--- config.mk ---
export PLATFORM = sky130hd
export DESIGN_NAME = kmx_burst_seq
export DESIGN_NICKNAME = d
export VERILOG_FILES = /design/src/rtl/kmx_pkg.sv /design/src/rtl/kmx_key_cursor.sv /design/src/rtl/kmx_phase_fsm.sv /design/src/rtl/kmx_line_drive.sv /design/src/rtl/kmx_burst_seq.sv
export SDC_FILE = /design/constraint.sdc
export NUM_CORES = 1
export LEC_CHECK = 0
export ABC_AREA = 1
export BUFFER_PORTS_ARGS = -buffer_cell sky130_fd_sc_hd__buf_2
export CAP_MARGIN = 20
export CORE_MARGIN = 2
export CORE_UTILIZATION = 48
export CTS_CLUSTER_DIAMETER = 150
export DETAILED_ROUTE_END_ITERATION = 8
export HOLD_SLACK_MARGIN = 0.06
export PLACE_DENSITY = 0.81
export SETUP_SLACK_MARGIN = 0.02
export SLEW_MARGIN = 20
export SYNTH_ARGS = -nofsm -noshare
export SYNTH_HDL_FRONTEND = slang
export SYNTH_SLANG_ARGS = --single-unit
--- constraint.sdc ---
create_clock -name clk -period 2.7 [get_ports clk]
set_clock_uncertainty 0.2 [all_clocks]
set_input_delay 0 -clock clk [delete_from_list [all_inputs] [get_ports clk]]
set_output_delay 0 -clock clk [all_outputs]
set_load 0.02 [all_outputs]
--- src/rtl/kmx_pkg.sv ---
package kmx_pkg;

    typedef enum logic [2:0] {
        PH_IDLE  = 3'd0,
        PH_CLR   = 3'd1,
        PH_SETUP = 3'd2,
        PH_XHI   = 3'd3,
        PH_GAP   = 3'd4,
        PH_CONV  = 3'd5,
        PH_SKIP  = 3'd6
    } phase_e;

    // Per-cycle command from the timing engine to the line decoder
    typedef struct packed {
        logic x_on;
        logic y_on;
        logic clr;
        logic conv;
    } drive_cmd_t;

    function automatic int max2(input int a, input int b);
        return (a > b) ? a : b;
    endfunction

    function automatic int max4(input int a, input int b, input int c, input int d);
        return max2(max2(a, b), max2(c, d));
    endfunction

endpackage

--- src/rtl/kmx_key_cursor.sv ---
module kmx_key_cursor
    import kmx_pkg::*;
#(
    parameter int NUM_KEYS = 32,
    parameter int GAIN_W   = 3,
    localparam int KEY_W   = $clog2(NUM_KEYS)
) (
    input  logic                       clk,
    input  logic                       rst,
    input  logic                       advance,
    input  logic [NUM_KEYS*GAIN_W-1:0] gain_tbl,
    output logic [KEY_W-1:0]           key_idx,
    output logic [GAIN_W-1:0]          key_gain,
    output logic                       frame_done
);

    localparam logic [KEY_W-1:0] LAST_KEY = KEY_W'(NUM_KEYS - 1);

    always_ff @(posedge clk) begin
        if (rst) begin
            key_idx    <= '0;
            frame_done <= 1'b0;
        end else if (advance) begin
            if (key_idx == LAST_KEY) begin
                key_idx    <= '0;
                frame_done <= 1'b1;
            end else begin
                key_idx    <= key_idx + 1'b1;
                frame_done <= 1'b0;
            end
        end else begin
            frame_done <= 1'b0;
        end
    end

    always_comb key_gain = gain_tbl[int'(key_idx)*GAIN_W +: GAIN_W];

    AST_WRAP_TO_ZERO: assert property (@(posedge clk) disable iff (rst)
        frame_done |-> (key_idx == '0));

    AST_FRAME_PULSE: assert property (@(posedge clk) disable iff (rst)
        frame_done |=> !frame_done);

endmodule

--- src/rtl/kmx_phase_fsm.sv ---
module kmx_phase_fsm
    import kmx_pkg::*;
#(
    parameter int GAIN_W    = 3,
    parameter int DWELL_W   = 4,
    parameter int SETUP_CYC = 1,
    parameter int XHIGH_CYC = 4,
    parameter int GAP_CYC   = 8,
    parameter int CLR_CYC   = 4
) (
    input  logic               clk,
    input  logic               rst,
    input  logic               enable,
    input  logic [GAIN_W-1:0]  gain,
    input  logic [DWELL_W-1:0] dwell,
    output drive_cmd_t         cmd,
    output logic               advance
);

    localparam int MAXC  = max4(2**DWELL_W, GAP_CYC, CLR_CYC, max2(XHIGH_CYC, SETUP_CYC));
    localparam int CNT_W = $clog2(MAXC + 1);

    phase_e             ph;
    logic [CNT_W-1:0]   cnt;
    logic [GAIN_W-1:0]  pcnt;
    logic [GAIN_W-1:0]  gain_q;
    logic [DWELL_W-1:0] dwell_q;
    logic [DWELL_W-1:0] dwell_eff;
    logic [CNT_W-1:0]   hi_len;
    logic [CNT_W-1:0]   dw_plus;

    always_comb begin
        dwell_eff = (dwell == '0) ? DWELL_W'(1) : dwell;
        dw_plus   = CNT_W'(dwell_q) + CNT_W'(1);
        hi_len    = (dw_plus > CNT_W'(XHIGH_CYC)) ? dw_plus : CNT_W'(XHIGH_CYC);
    end

    always_ff @(posedge clk) begin
        if (rst) begin
            ph      <= PH_IDLE;
            cnt     <= '0;
            pcnt    <= '0;
            gain_q  <= '0;
            dwell_q <= DWELL_W'(1);
        end else begin
            case (ph)
                PH_IDLE: begin
                    if (enable) begin
                        gain_q  <= gain;
                        dwell_q <= dwell_eff;
                        cnt     <= '0;
                        pcnt    <= '0;
                        ph      <= (gain == '0) ? PH_SKIP : PH_CLR;
                    end
                end
                PH_CLR: begin
                    if (cnt == CNT_W'(CLR_CYC - 1)) begin
                        cnt <= '0;
                        ph  <= PH_SETUP;
                    end else begin
                        cnt <= cnt + 1'b1;
                    end
                end
                PH_SETUP: begin
                    if (cnt == CNT_W'(SETUP_CYC - 1)) begin
                        cnt <= '0;
                        ph  <= PH_XHI;
                    end else begin
                        cnt <= cnt + 1'b1;
                    end
                end
                PH_XHI: begin
                    if (cnt == hi_len - CNT_W'(1)) begin
                        cnt  <= '0;
                        pcnt <= pcnt + 1'b1;
                        ph   <= (pcnt == gain_q - GAIN_W'(1)) ? PH_CONV : PH_GAP;
                    end else begin
                        cnt <= cnt + 1'b1;
                    end
                end
                PH_GAP: begin
                    if (cnt == CNT_W'(GAP_CYC - 1)) begin
                        cnt <= '0;
                        ph  <= PH_SETUP;
                    end else begin
                        cnt <= cnt + 1'b1;
                    end
                end
                PH_CONV: ph <= PH_IDLE;
                PH_SKIP: ph <= PH_IDLE;
                default: ph <= PH_IDLE;
            endcase
        end
    end

    always_comb begin
        cmd.x_on = (ph == PH_XHI);
        cmd.y_on = (ph == PH_SETUP) || ((ph == PH_XHI) && (cnt < CNT_W'(dwell_q)));
        cmd.clr  = (ph == PH_CLR);
        cmd.conv = (ph == PH_CONV);
        advance  = (ph == PH_CONV) || (ph == PH_SKIP);
    end

    AST_CONV_SINGLE: assert property (@(posedge clk) disable iff (rst)
        cmd.conv |=> !cmd.conv);

    AST_CONV_AFTER_PULSE: assert property (@(posedge clk) disable iff (rst)
        cmd.conv |-> $past(cmd.x_on));

    AST_CLR_NO_GATE: assert property (@(posedge clk) disable iff (rst)
        cmd.clr |-> (!cmd.x_on && !cmd.y_on));

endmodule

--- src/rtl/kmx_line_drive.sv ---
module kmx_line_drive
    import kmx_pkg::*;
#(
    parameter int NUM_X  = 8,
    parameter int NUM_Y  = 4,
    localparam int XB    = $clog2(NUM_X),
    localparam int YB    = $clog2(NUM_Y),
    localparam int KEY_W = XB + YB
) (
    input  logic             clk,
    input  logic             rst,
    input  logic [KEY_W-1:0] key_idx,
    input  drive_cmd_t       cmd,
    output logic [NUM_X-1:0] x_drive,
    output logic [NUM_Y-1:0] row_gate,
    output logic [NUM_Y-1:0] row_gate_n,
    output logic             cs_clear,
    output logic             adc_start
);

    logic [XB-1:0] x_sel;
    logic [YB-1:0] y_sel;

    always_comb begin
        x_sel = key_idx[KEY_W-1:YB];
        y_sel = key_idx[YB-1:0];
    end

    for (genvar gx = 0; gx < NUM_X; gx++) begin : g_xcol
        assign x_drive[gx] = cmd.x_on && (x_sel == XB'(gx));
    end

    for (genvar gy = 0; gy < NUM_Y; gy++) begin : g_yrow
        assign row_gate[gy]   = cmd.y_on && (y_sel == YB'(gy));
        assign row_gate_n[gy] = !(cmd.y_on && (y_sel == YB'(gy)));
    end

    assign cs_clear  = cmd.clr;
    assign adc_start = cmd.conv;

    AST_X_ONEHOT: assert property (@(posedge clk) disable iff (rst)
        $onehot0(x_drive));

    AST_Y_ONEHOT: assert property (@(posedge clk) disable iff (rst)
        $onehot0(row_gate));

    AST_X_RISE_GATED: assert property (@(posedge clk) disable iff (rst)
        $rose(|x_drive) |-> ($past(|row_gate) && (|row_gate || !(|row_gate))));

    AST_X_FALL_CLOSED: assert property (@(posedge clk) disable iff (rst)
        $fell(|x_drive) |-> (row_gate == '0));

endmodule

--- src/rtl/kmx_burst_seq.sv ---
module kmx_burst_seq
    import kmx_pkg::*;
#(
    parameter int NUM_X     = 8,
    parameter int NUM_Y     = 4,
    parameter int GAIN_W    = 3,
    parameter int DWELL_W   = 4,
    parameter int SETUP_CYC = 1,
    parameter int XHIGH_CYC = 4,
    parameter int GAP_CYC   = 8,
    parameter int CLR_CYC   = 4,
    localparam int NUM_KEYS = NUM_X * NUM_Y,
    localparam int KEY_W    = $clog2(NUM_KEYS)
) (
    input  logic                       clk,
    input  logic                       rst,
    input  logic                       enable,
    input  logic [NUM_KEYS*GAIN_W-1:0] gain_tbl,
    input  logic [DWELL_W-1:0]         dwell,
    output logic [NUM_X-1:0]           x_drive,
    output logic [NUM_Y-1:0]           row_gate,
    output logic [NUM_Y-1:0]           row_gate_n,
    output logic                       cs_clear,
    output logic                       adc_start,
    output logic [KEY_W-1:0]           key_idx,
    output logic                       frame_done
);

    logic              advance;
    logic [GAIN_W-1:0] key_gain;
    drive_cmd_t        cmd;

    kmx_key_cursor #(
        .NUM_KEYS (NUM_KEYS),
        .GAIN_W   (GAIN_W)
    ) cursor_i (
        .clk        (clk),
        .rst        (rst),
        .advance    (advance),
        .gain_tbl   (gain_tbl),
        .key_idx    (key_idx),
        .key_gain   (key_gain),
        .frame_done (frame_done)
    );

    kmx_phase_fsm #(
        .GAIN_W    (GAIN_W),
        .DWELL_W   (DWELL_W),
        .SETUP_CYC (SETUP_CYC),
        .XHIGH_CYC (XHIGH_CYC),
        .GAP_CYC   (GAP_CYC),
        .CLR_CYC   (CLR_CYC)
    ) fsm_i (
        .clk     (clk),
        .rst     (rst),
        .enable  (enable),
        .gain    (key_gain),
        .dwell   (dwell),
        .cmd     (cmd),
        .advance (advance)
    );

    kmx_line_drive #(
        .NUM_X (NUM_X),
        .NUM_Y (NUM_Y)
    ) lines_i (
        .clk        (clk),
        .rst        (rst),
        .key_idx    (key_idx),
        .cmd        (cmd),
        .x_drive    (x_drive),
        .row_gate   (row_gate),
        .row_gate_n (row_gate_n),
        .cs_clear   (cs_clear),
        .adc_start  (adc_start)
    );

    AST_STROBES_EXCLUSIVE: assert property (@(posedge clk) disable iff (rst)
        !(cs_clear && adc_start) && !(cs_clear && (|x_drive)));

endmodule

==> qor.txt, run 1 <==
Fin crit share -> 0.8623
Least-Margin Pin Slew -> 636.6 ps
Max Slew Vio Count -> 0
Slowest stage delay, CP -> 590 ps
DRC viols -> 0
Final Wtd Congestion -> 0.9139
Netlist cell types -> 35
Hold Path Class -> input pin to flip-flop
Number of synthesized flops with an enable pin -> 0
#FFs+latches synth -> 24
Most common cell in the netlist -> nand2_1
Pre-antenna DRT Iters -> 5
Site Rows -> 27
FILL cells -> 582
Synth Cell Area -> 2811 um^2
Worst path top cell family by delay -> buffers and inverters
Asr flop ratio synth -> 0
Relative slew margins -> 0.5723
CP Class -> flip-flop to flip-flop
Worst Path Max Fanout -> 6
GRT Overall Usage -> 0.2666
Comb power frac -> 0.604
Peak supply drop -> 0.5736 mV
Port Buffer Count -> 126
CP arrival -> 2330 ps
Power consumption -> 1.908 mW
WL per Instance -> 12.84 um
Die W -> 80.53 um
Root buffer cell -> clkbuf_8
Clock Latency Late Sink -> 270 ps
Syn Area/Cell -> 5.523 um^2
Share of layout cells above drive strength 1 -> 0.2484
Starting Density -> 0.5044
CP Capture Type -> flip-flop
Sequential element share of the synthesized area -> 0.1709
Max-Cap Viols -> 0
Total CTS buffers -> 3
Main synth FF type -> dfxtp_1
CP startpoint -> fsm_i.ph[0]
Cells after synthesis -> 509
FF-to-FF path depth -> 8
Setup Buffers After CTS -> 0
Congestion Overflow GR -> 0
Setup repair after global routing missed its margin -> no
Initial antenna violation count -> 0
Complex-gate fraction of the synthesized area -> 0.1362
Syn-to-layout area delta -> 25.72%
Reg2reg end -> fsm_i.dwell_q[0]
Post-Syn Nets -> 626
Sequential fraction of design power -> 0.264
Highest clock rate -> 429.5 MHz
Critical Path Stages -> 8
Dpl cells -> 691
PwrDens -> 539.7 nW/um^2
Fin. Hold Viols -> 0
Vias in the first global route -> 3216
Clock sinks -> 24
LEAKAGE -> 2.013 nW
Mux share of post-synthesis cell area -> 0
FF/Latch Area -> 481.7 um^2
Switching power -> 0.9253 mW
Largest net degree at the start of global routing -> 52
Synth Area in XOR/XNOR -> 0.02181
TritonCTS clock tree -> done
Final setup fails -> 0
CP Data Required Time -> 2700 ps
Area of the multi-input gates -> 1903 um^2
Vias -> 3640
Via-to-Cell Ratio -> 5.170
Slowest cell on the critical path -> dlygate4sd3_1
Num ports -> 127
Crit start category -> flip-flop
DRT Wirelength -> 9.039 mm
Die area -> 6485 um^2
Nets -> 750
CTS max path bufs -> 2
Reg-to-Reg Start -> fsm_i.ph[0]
Crit path time final -> 2328 ps
Largest cells by area after synthesis -> nand2_1, dfxtp_1, nor2_1, inv_1, nand3_1
First-pass GRT wire length -> 13.99 mm
Simple-gate share of the synthesized area -> 0.4566
Post-synth top cells -> nand2_1, nor2_1, inv_1
Post-synth top area cell -> nand2_1
Setup crit end -> fsm_i.dwell_q[0]
Clock Pin Slew Worst Setup and Hold Paths -> 90 ps
Adder-cell area share of the yosys netlist -> 0.06231
WP buf/inv -> 3
DIE HEIGHT -> 80.53 um
Initial detailed-routing violation count -> 182
DP Wirelength -> 7.032 mm
Main combinational cell family by area after synthesis -> simple AND/OR/NAND/NOR gates
Status -> completed
Net Sw Frac -> 0.4850
Core ar. -> 5574 um^2
CTS H-tree lvls -> 1
Top cell type's share of synthesized area -> 0.2230
Internal Pwr Total -> 0.9825 mW
Flop-to-flop setup slack -> 370 ps
Worst path cell trace -> nor2_1 > inv_1 > nor2_2 > inv_1 > nor2_1 > o21ai_0 > dlygate4sd3_1 > o211ai_1
Finished Layout Cells -> 704
Clk network pwr share -> 0.132
Number of diodes -> 0
Synth warn -> 0
Antenna Nets Post-Route -> 0
Final TNS setup -> 0 ps
cells in the final DEF (no fill, tap or decap), types with 2 or more instances in the layout:
master         instances
nand2_1              167
buf_2                126
nor2_1                67
inv_1                 65
nand3_1               46
o21ai_0               26
a21oi_1               25
dfxtp_1               23
ha_1                  14
dlygate4sd3_1          9
nand2_2                7
nand4_1                6
xor2_1                 6
nor3_1                 5
o21ai_1                5
clkbuf_8               4
inv_2                  3
a21oi_2                3
buf_4                  3
nor2_2                 2
a21boi_0               2
or2_2                  2
o22ai_1                2
worst min-delay path, delay by kind of cell:
kind,cells,cell delay [ps]
compound gates,3,230
buf+inv,1,70
simple gates,3,210
kinds of logic after synthesis:
kind of cell	Yosys count
xor+xnor	7
compound gates	69
fa+ha+maj	14
buf+inv	88
simple gates	307
flops	24
power groups by stage:
stage	Combinational, mW	Sequential (mW)	Clock (mW)
floorplan	0.856	0.482	0
global placement	1.08	0.505	0
detailed placement	1.11	0.507	0
CTS	1.13	0.500	0.251
global route	1.29	0.513	0.266
finish	1.15	0.504	0.251
state kept, by name (all words and copies together) (netlist names):
register / flops
fsm_i.cnt: 5
fsm_i.dwell_q: 4
cursor_i.frame_done: 1
cursor_i.key_idx: 5
fsm_i.pcnt: 3
fsm_i.gain_q: 3
fsm_i.ph: 3
area by class of cell:
cell class	instances	area share
timing repair buffer	138	0.2103
inverter	69	0.07398
multi-input combinational	397	0.5384
tap	72	0.02549
clock buffer	4	0.01558
sequential	24	0.1363
worst min-delay path by stage:
stage	startpoint	end	depth (start not counted)
after floorplan	dwell[1]	fsm_i.dwell_q[1]	2
after global placement	dwell[1]	fsm_i.dwell_q[1]	3
after detailed placement	dwell[1]	fsm_i.dwell_q[1]	3
after CTS	gain_tbl[40]	fsm_i.gain_q[1]	7
after global routing	gain_tbl[33]	fsm_i.gain_q[0]	7
final	gain_tbl[40]	fsm_i.gain_q[1]	7
routing by layer:
layer  track usage  routed length, um
met2        0.4942               4415
met4       0.08644                200
met5             0                  0
met3       0.02022                540
met1        0.3222               3883
metrics by stage:
stage | area, um^2 | utilization | setup slack [ps] | hold slack, ps
5_1_grt | 3535 | 0.6341 | 232.4 | 144.6
3_3_place_gp | 3390 | 0.6081 | 572.6 | 47.04
6_report | 3535 | 0.6341 | 371.9 | 89.02
3_5_place_dp | 3390 | 0.6081 | 493.1 | 50.46
2_1_floorplan | 2811 | - | 667.7 | -61.28
4_1_cts | 3535 | 0.6341 | 458.1 | 103.8
repair_timing:
| item | in CTS | in global routing |
|---|---|---|
| hold buffers | 9 | 0 |
| resized for setup | 0 | 0 |
| endpoints found under the hold margin | 17 | 0 |
Power figures use the tool's default switching activity.
==> run 2, diff against run 1 <==
Clock period 2.7 ns to 2.25 ns, I/O delays scaled along.
==> qor.txt, run 2 (same netlist as run 1, synthesis figures left out) <==
First-pass GRT wire length -> 14.06 mm
Crit start category -> flip-flop
Final Wtd Congestion -> 0.8922
Reg2reg end -> fsm_i.pcnt[1]
FILL cells -> 547
Dpl cells -> 698
CP Class -> flip-flop to flip-flop
Finished Layout Cells -> 710
FF-to-FF path depth -> 12
Max-Cap Viols -> 0
Peak supply drop -> 0.6536 mV
CTS H-tree lvls -> 1
Final WS setup -> 74.55 ps
DRC viols -> 0
Slowest cell on the critical path -> dfxtp_4
Clock sinks -> 24
Nets -> 757
Largest net degree at the start of global routing -> 52
Hold Path Class -> input pin to flip-flop
DIE HEIGHT -> 80.53 um
Vias -> 3633
Max Slew Vio Count -> 0
Reg-to-Reg Start -> fsm_i.dwell_q[0]
Fin crit share -> 0.9669
WL per Instance -> 12.91 um
Die W -> 80.53 um
Initial detailed-routing violation count -> 193
Final instance area -> 3659 um^2
DRT Wirelength -> 9.164 mm
Number of diodes -> 0
Min-delay src -> gain_tbl[46]
Clock Latency Late Sink -> 270 ps
Dpl cell area -> 3442 um^2
CP arrival -> 2140 ps
Share of layout cells above drive strength 1 -> 0.2790
Crit path time final -> 2175 ps
PwrDens -> 663.6 nW/um^2
Final setup fails -> 0
Highest clock rate -> 459.7 MHz
Largest regs -> cursor_i.key_idx: 5 flops, fsm_i.cnt: 5 flops, fsm_i.dwell_q: 4 flops
DP Wirelength -> 7.023 mm
Fin. Hold Viols -> 0
Num ports -> 127
Flop-to-flop setup slack -> 70 ps
Least-Margin Pin Slew -> 598.9 ps
Root buffer cell -> clkbuf_8
Clock Pin Slew Worst Setup and Hold Paths -> 80 ps
Commonest non-fill, non-tap cell in the layout -> nand2_1
Endpoint, Worst Hold -> fsm_i.gain_q[1]
Commonest cells after routing, fill and taps aside -> nand2_1, buf_2, nor2_1
Total CTS buffers -> 3
Initial antenna violation count -> 0
Hold path depth -> 7
Worst Path Max Fanout -> 4
GRT Overall Usage -> 0.2686
Power consumption -> 2.428 mW
Relative slew margins -> 0.5965
Via-to-Cell Ratio -> 5.117
LEAKAGE -> 2.054 nW
Setup repair after global routing missed its margin -> yes
Syn-to-layout area delta -> 30.13%
Worst path cell trace -> ha_4 > nand2_2 > ha_4 > nand3_1 > o21ai_1 > nand2_1 > nor2_1 > nand2_2 > o21ai_4 > inv_1 > a21oi_1 > nor2_1
CP Capture Type -> flip-flop
Site Rows -> 27
Starting Density -> 0.5044
Die area -> 6485 um^2
Congestion Overflow GR -> 0
TritonCTS clock tree -> done
CTS max path bufs -> 2
Status -> completed
Pre-antenna DRT Iters -> 5
Core ar. -> 5574 um^2
CP Data Required Time -> 2210 ps
Vias in the first global route -> 3263
Port Buffer Count -> 126
Fin util -> 0.6563
Antenna Nets Post-Route -> 0
Setup WS pre-CTS -> 66.44 ps
Slowest stage delay, CP -> 370 ps
run 2: final cells by class:
type | instances | area, um^2 | area share
inverter | 69 | 261.5 | 0.07148
tap | 72 | 90.09 | 0.02462
timing repair buffer | 145 | 793.3 | 0.2168
multi-input combinational | 397 | 1981 | 0.5414
sequential | 24 | 491.7 | 0.1344
clock buffer | 3 | 41.29 | 0.01129
run 2: worst max path at each step:
stage | start | to | slack (ps) | depth (start not counted)
2_1_floorplan | fsm_i.dwell_q[0] | fsm_i.ph[0] | 220 | 12
3_3_place_gp | fsm_i.dwell_q[0] | fsm_i.ph[1] | 130 | 12
3_5_place_dp | fsm_i.dwell_q[0] | fsm_i.cnt[3] | 70 | 11
4_1_cts | fsm_i.dwell_q[1] | row_gate[0] | 40 | 9
5_1_grt | fsm_i.dwell_q[0] | fsm_i.pcnt[1] | -5 | 12
6_report | fsm_i.dwell_q[0] | fsm_i.pcnt[1] | 70 | 12
run 2: repair_timing:
action,4_1_cts,5_1_grt
hold buffers,8,0
setup buffers,0,1
gates resized for setup,2,21
cloned,0,0
setup endpoints to repair,5,20
pin swaps,1,7
endpoints found under the hold margin,14,0
run 2: critical path, delay by kind of cell, from the launching register on:
kind | cells | cell delay [ps]
and+or+nand+nor | 6 | 600
AOI/OAI and AO/OA | 3 | 450
DFF | 1 | 370
adders and majority gates | 2 | 370
buffers and inverters | 1 | 90
run 2: stage by stage:
step	TNS, ps	hold WS (ps)
finish	0	97.04
global route	-4.734	128.7
floorplan	0	-61.28
CTS	0	94.85
detailed placement	0	55.56
global placement	0	59.60
run 2: layer usage:
layer	vias up	GRT usage	share of wire	wire length, um
met5	-	0	0	0
li1	1856	-	-	-
met4	0	0.08136	0.022	203
met1	1607	0.3302	0.42	3863
met3	23	0.02247	0.069	629
met2	147	0.4925	0.49	4467
run 2: where the power goes:
group | internal (mW) | total (mW) | leakage, nW | switching, mW
clock network | 0.120 | 0.258 | 0.0216 | 0.139
logic | 0.610 | 1.56 | 1.83 | 0.949
registers | 0.512 | 0.610 | 0.198 | 0.0988
==> run 3, diff against run 2 <==
Settings changed: CORE_UTILIZATION 48 to 49, PLACE_DENSITY 0.81 to 0.83, SYNTH_HIERARCHICAL set to 1.
==> qor.txt, run 3 <==
Final instance area -> 3986 um^2
Synth warn -> 6
Cells after synthesis -> 524
Asr flop ratio synth -> 0
Initial detailed-routing violation count -> 322
Top cell type's share of synthesized area -> 0.2347
CTS max path bufs -> 2
Via-to-Cell Ratio -> 5.300
Syn-to-layout area delta -> 40.04%
Clock Latency Late Sink -> 270 ps
Highest clock rate -> 456.4 MHz
Max-Cap Viols -> 0
GRT Overall Usage -> 0.2586
Final setup fails -> 0
CP Capture Type -> flip-flop
Crit path time final -> 2191 ps
Die area -> 6434 um^2
Fin. Hold Viols -> 0
Commonest cells after routing, fill and taps aside -> nand2_1, buf_2, inv_1
Main synth FF type -> dfxtp_1
Hold Path Class -> input pin to flip-flop
Clock sinks -> 24
PwrDens -> 691.1 nW/um^2
Dpl cell area -> 3501 um^2
Clock Pin Slew Worst Setup and Hold Paths -> 80 ps
Site Rows -> 27
FILL cells -> 494
Port Buffer Count -> 126
Number of synthesized flops with an enable pin -> 0
Vias in the first global route -> 3241
Netlist cell types -> 35
Share of layout cells above drive strength 1 -> 0.3008
Total CTS buffers -> 3
First-pass GRT wire length -> 13.69 mm
Fin crit share -> 0.9738
Die W -> 80.22 um
DRC viols -> 0
LEAKAGE -> 2.225 nW
Largest net degree at the start of global routing -> 46
Relative slew margins -> 0.5965
Crit start category -> flip-flop
Status -> completed
Pre-antenna DRT Iters -> 7
Core ar. -> 5574 um^2
Congestion Overflow GR -> 0
CP Data Required Time -> 2240 ps
Largest cells by area after synthesis -> nand2_1, dfxtp_1, nand3_1, inv_1, ha_1
Antenna Nets Post-Route -> 0
CP arrival -> 2180 ps
DP Wirelength -> 6.420 mm
CTS H-tree lvls -> 1
Commonest non-fill, non-tap cell in the layout -> nand2_1
DRT Wirelength -> 9.584 mm
Starting Density -> 0.5107
Sequential element share of the synthesized area -> 0.1688
Initial antenna violation count -> 0
Number of diodes -> 0
Syn Area/Cell -> 5.432 um^2
WL per Instance -> 13.00 um
Post-Syn Nets -> 638
DIE HEIGHT -> 80.22 um
#FFs+latches synth -> 24
Worst Path Max Fanout -> 4
Peak supply drop -> 0.3961 mV
Post-synth top cells -> nand2_1, inv_1, nand3_1
Nets -> 780
Final TNS setup -> 0 ps
Post-synth top area cell -> nand2_1
Vias -> 3906
TritonCTS clock tree -> done
Root buffer cell -> clkbuf_8
CP Class -> flip-flop to flip-flop
Synth Cell Area -> 2846 um^2
Most common cell in the netlist -> nand2_1
Least-Margin Pin Slew -> 598.9 ps
Largest regs -> cursor_i/key_idx: 5 flops, fsm_i/cnt: 5 flops, fsm_i/dwell_q: 4 flops
Num ports -> 127
Max Slew Vio Count -> 0
Final Wtd Congestion -> 0.9039
-- run 3: worst paths after layout --
check              startpoint         endpoint  slack, ps  cells past startpoint
max          fsm_i/dwell_q[0]    fsm_i/pcnt[0]         60                     10
min reg2reg   fsm_i/gain_q[1]  fsm_i/gain_q[1]        270                      2
max reg2reg  fsm_i/dwell_q[0]    fsm_i/pcnt[0]         60                     10
min               gain_tbl[1]  fsm_i/gain_q[1]        270                      9
-- run 3: repair_timing --
item / CTS / global route
gates cloned: 0 / 7
endpoints found under the hold margin: 15 / 0
setup buffers: 0 / 11
pin swaps: 1 / 24
resized for setup: 2 / 49
endpoints found under the setup margin: 4 / 17
hold buffers: 6 / 0
-- run 3: report_power, final --
part           leakage [nW]  internal [mW]  switching [mW]  total, mW
logic                  2.00          0.746            1.10       1.84
clock network        0.0288          0.156           0.136      0.293
registers             0.198          0.516           0.104      0.620
-- run 3: per-layer routing --
layer | track usage | wire length [um] | up-vias | part of all wire
met5 | 0 | 0 | - | 0
met4 | 0.04068 | 82 | 0 | 0.0086
met3 | 0.03258 | 691 | 12 | 0.072
met2 | 0.4542 | 4643 | 201 | 0.48
met1 | 0.3426 | 4166 | 1765 | 0.43
li1 | - | - | 1928 | -
-- run 3: through the flow --
step | total power [mW] | worst slack [ps] | hold slack [ps] | instances | utilization
after global routing | 2.995 | -36.96 | 310.9 | 737 | 0.7152
after CTS | 2.378 | 35.87 | 208.4 | 719 | 0.6492
final | 2.755 | 58.95 | 269.2 | 737 | 0.7152
after global placement | 2.032 | 118.3 | 78.35 | 709 | 0.6281
after detailed placement | 2.073 | 48.52 | 81.77 | 709 | 0.6281
after floorplan | 1.720 | 173.9 | -122.8 | 524 | -
-- run 3: cell type report --
cell class                      instances  area, um^2  share of cell area
Tap cell                               72       90.09             0.02260
Timing Repair inverter                  3       47.55             0.01193
Timing Repair Buffer                  155       979.7              0.2458
Multi-Input combinational cell        381        1936              0.4856
Sequential cell                        24       493.0              0.1237
Inverter                               98       385.4             0.09667
Clock buffer                            4       55.05             0.01381
-- run 3: logic make-up (layout without fill, tap and decap cells) --
group                      after synthesis  count (layout)  synth area share
adders and majority gates               11              11           0.04835
and+or+nand+nor                        308             308            0.4673
DFF                                     24              24            0.1688
xor gates and xnor gates                 6               6           0.01846
AOI/OAI and AO/OA                       56              56            0.1134
buffers and inverters                  119             260            0.1837
-- run 3: critical path, stage by stage (launching register included) --
cell,delay (ps)
dfxtp_2,340
ha_1,300
nand2_2,100
ha_4,200
or2_2,290
nand3_1,90
a21oi_2,60
nand4_1,130
nand2_1,100
buf_4,160
a21oi_1,150
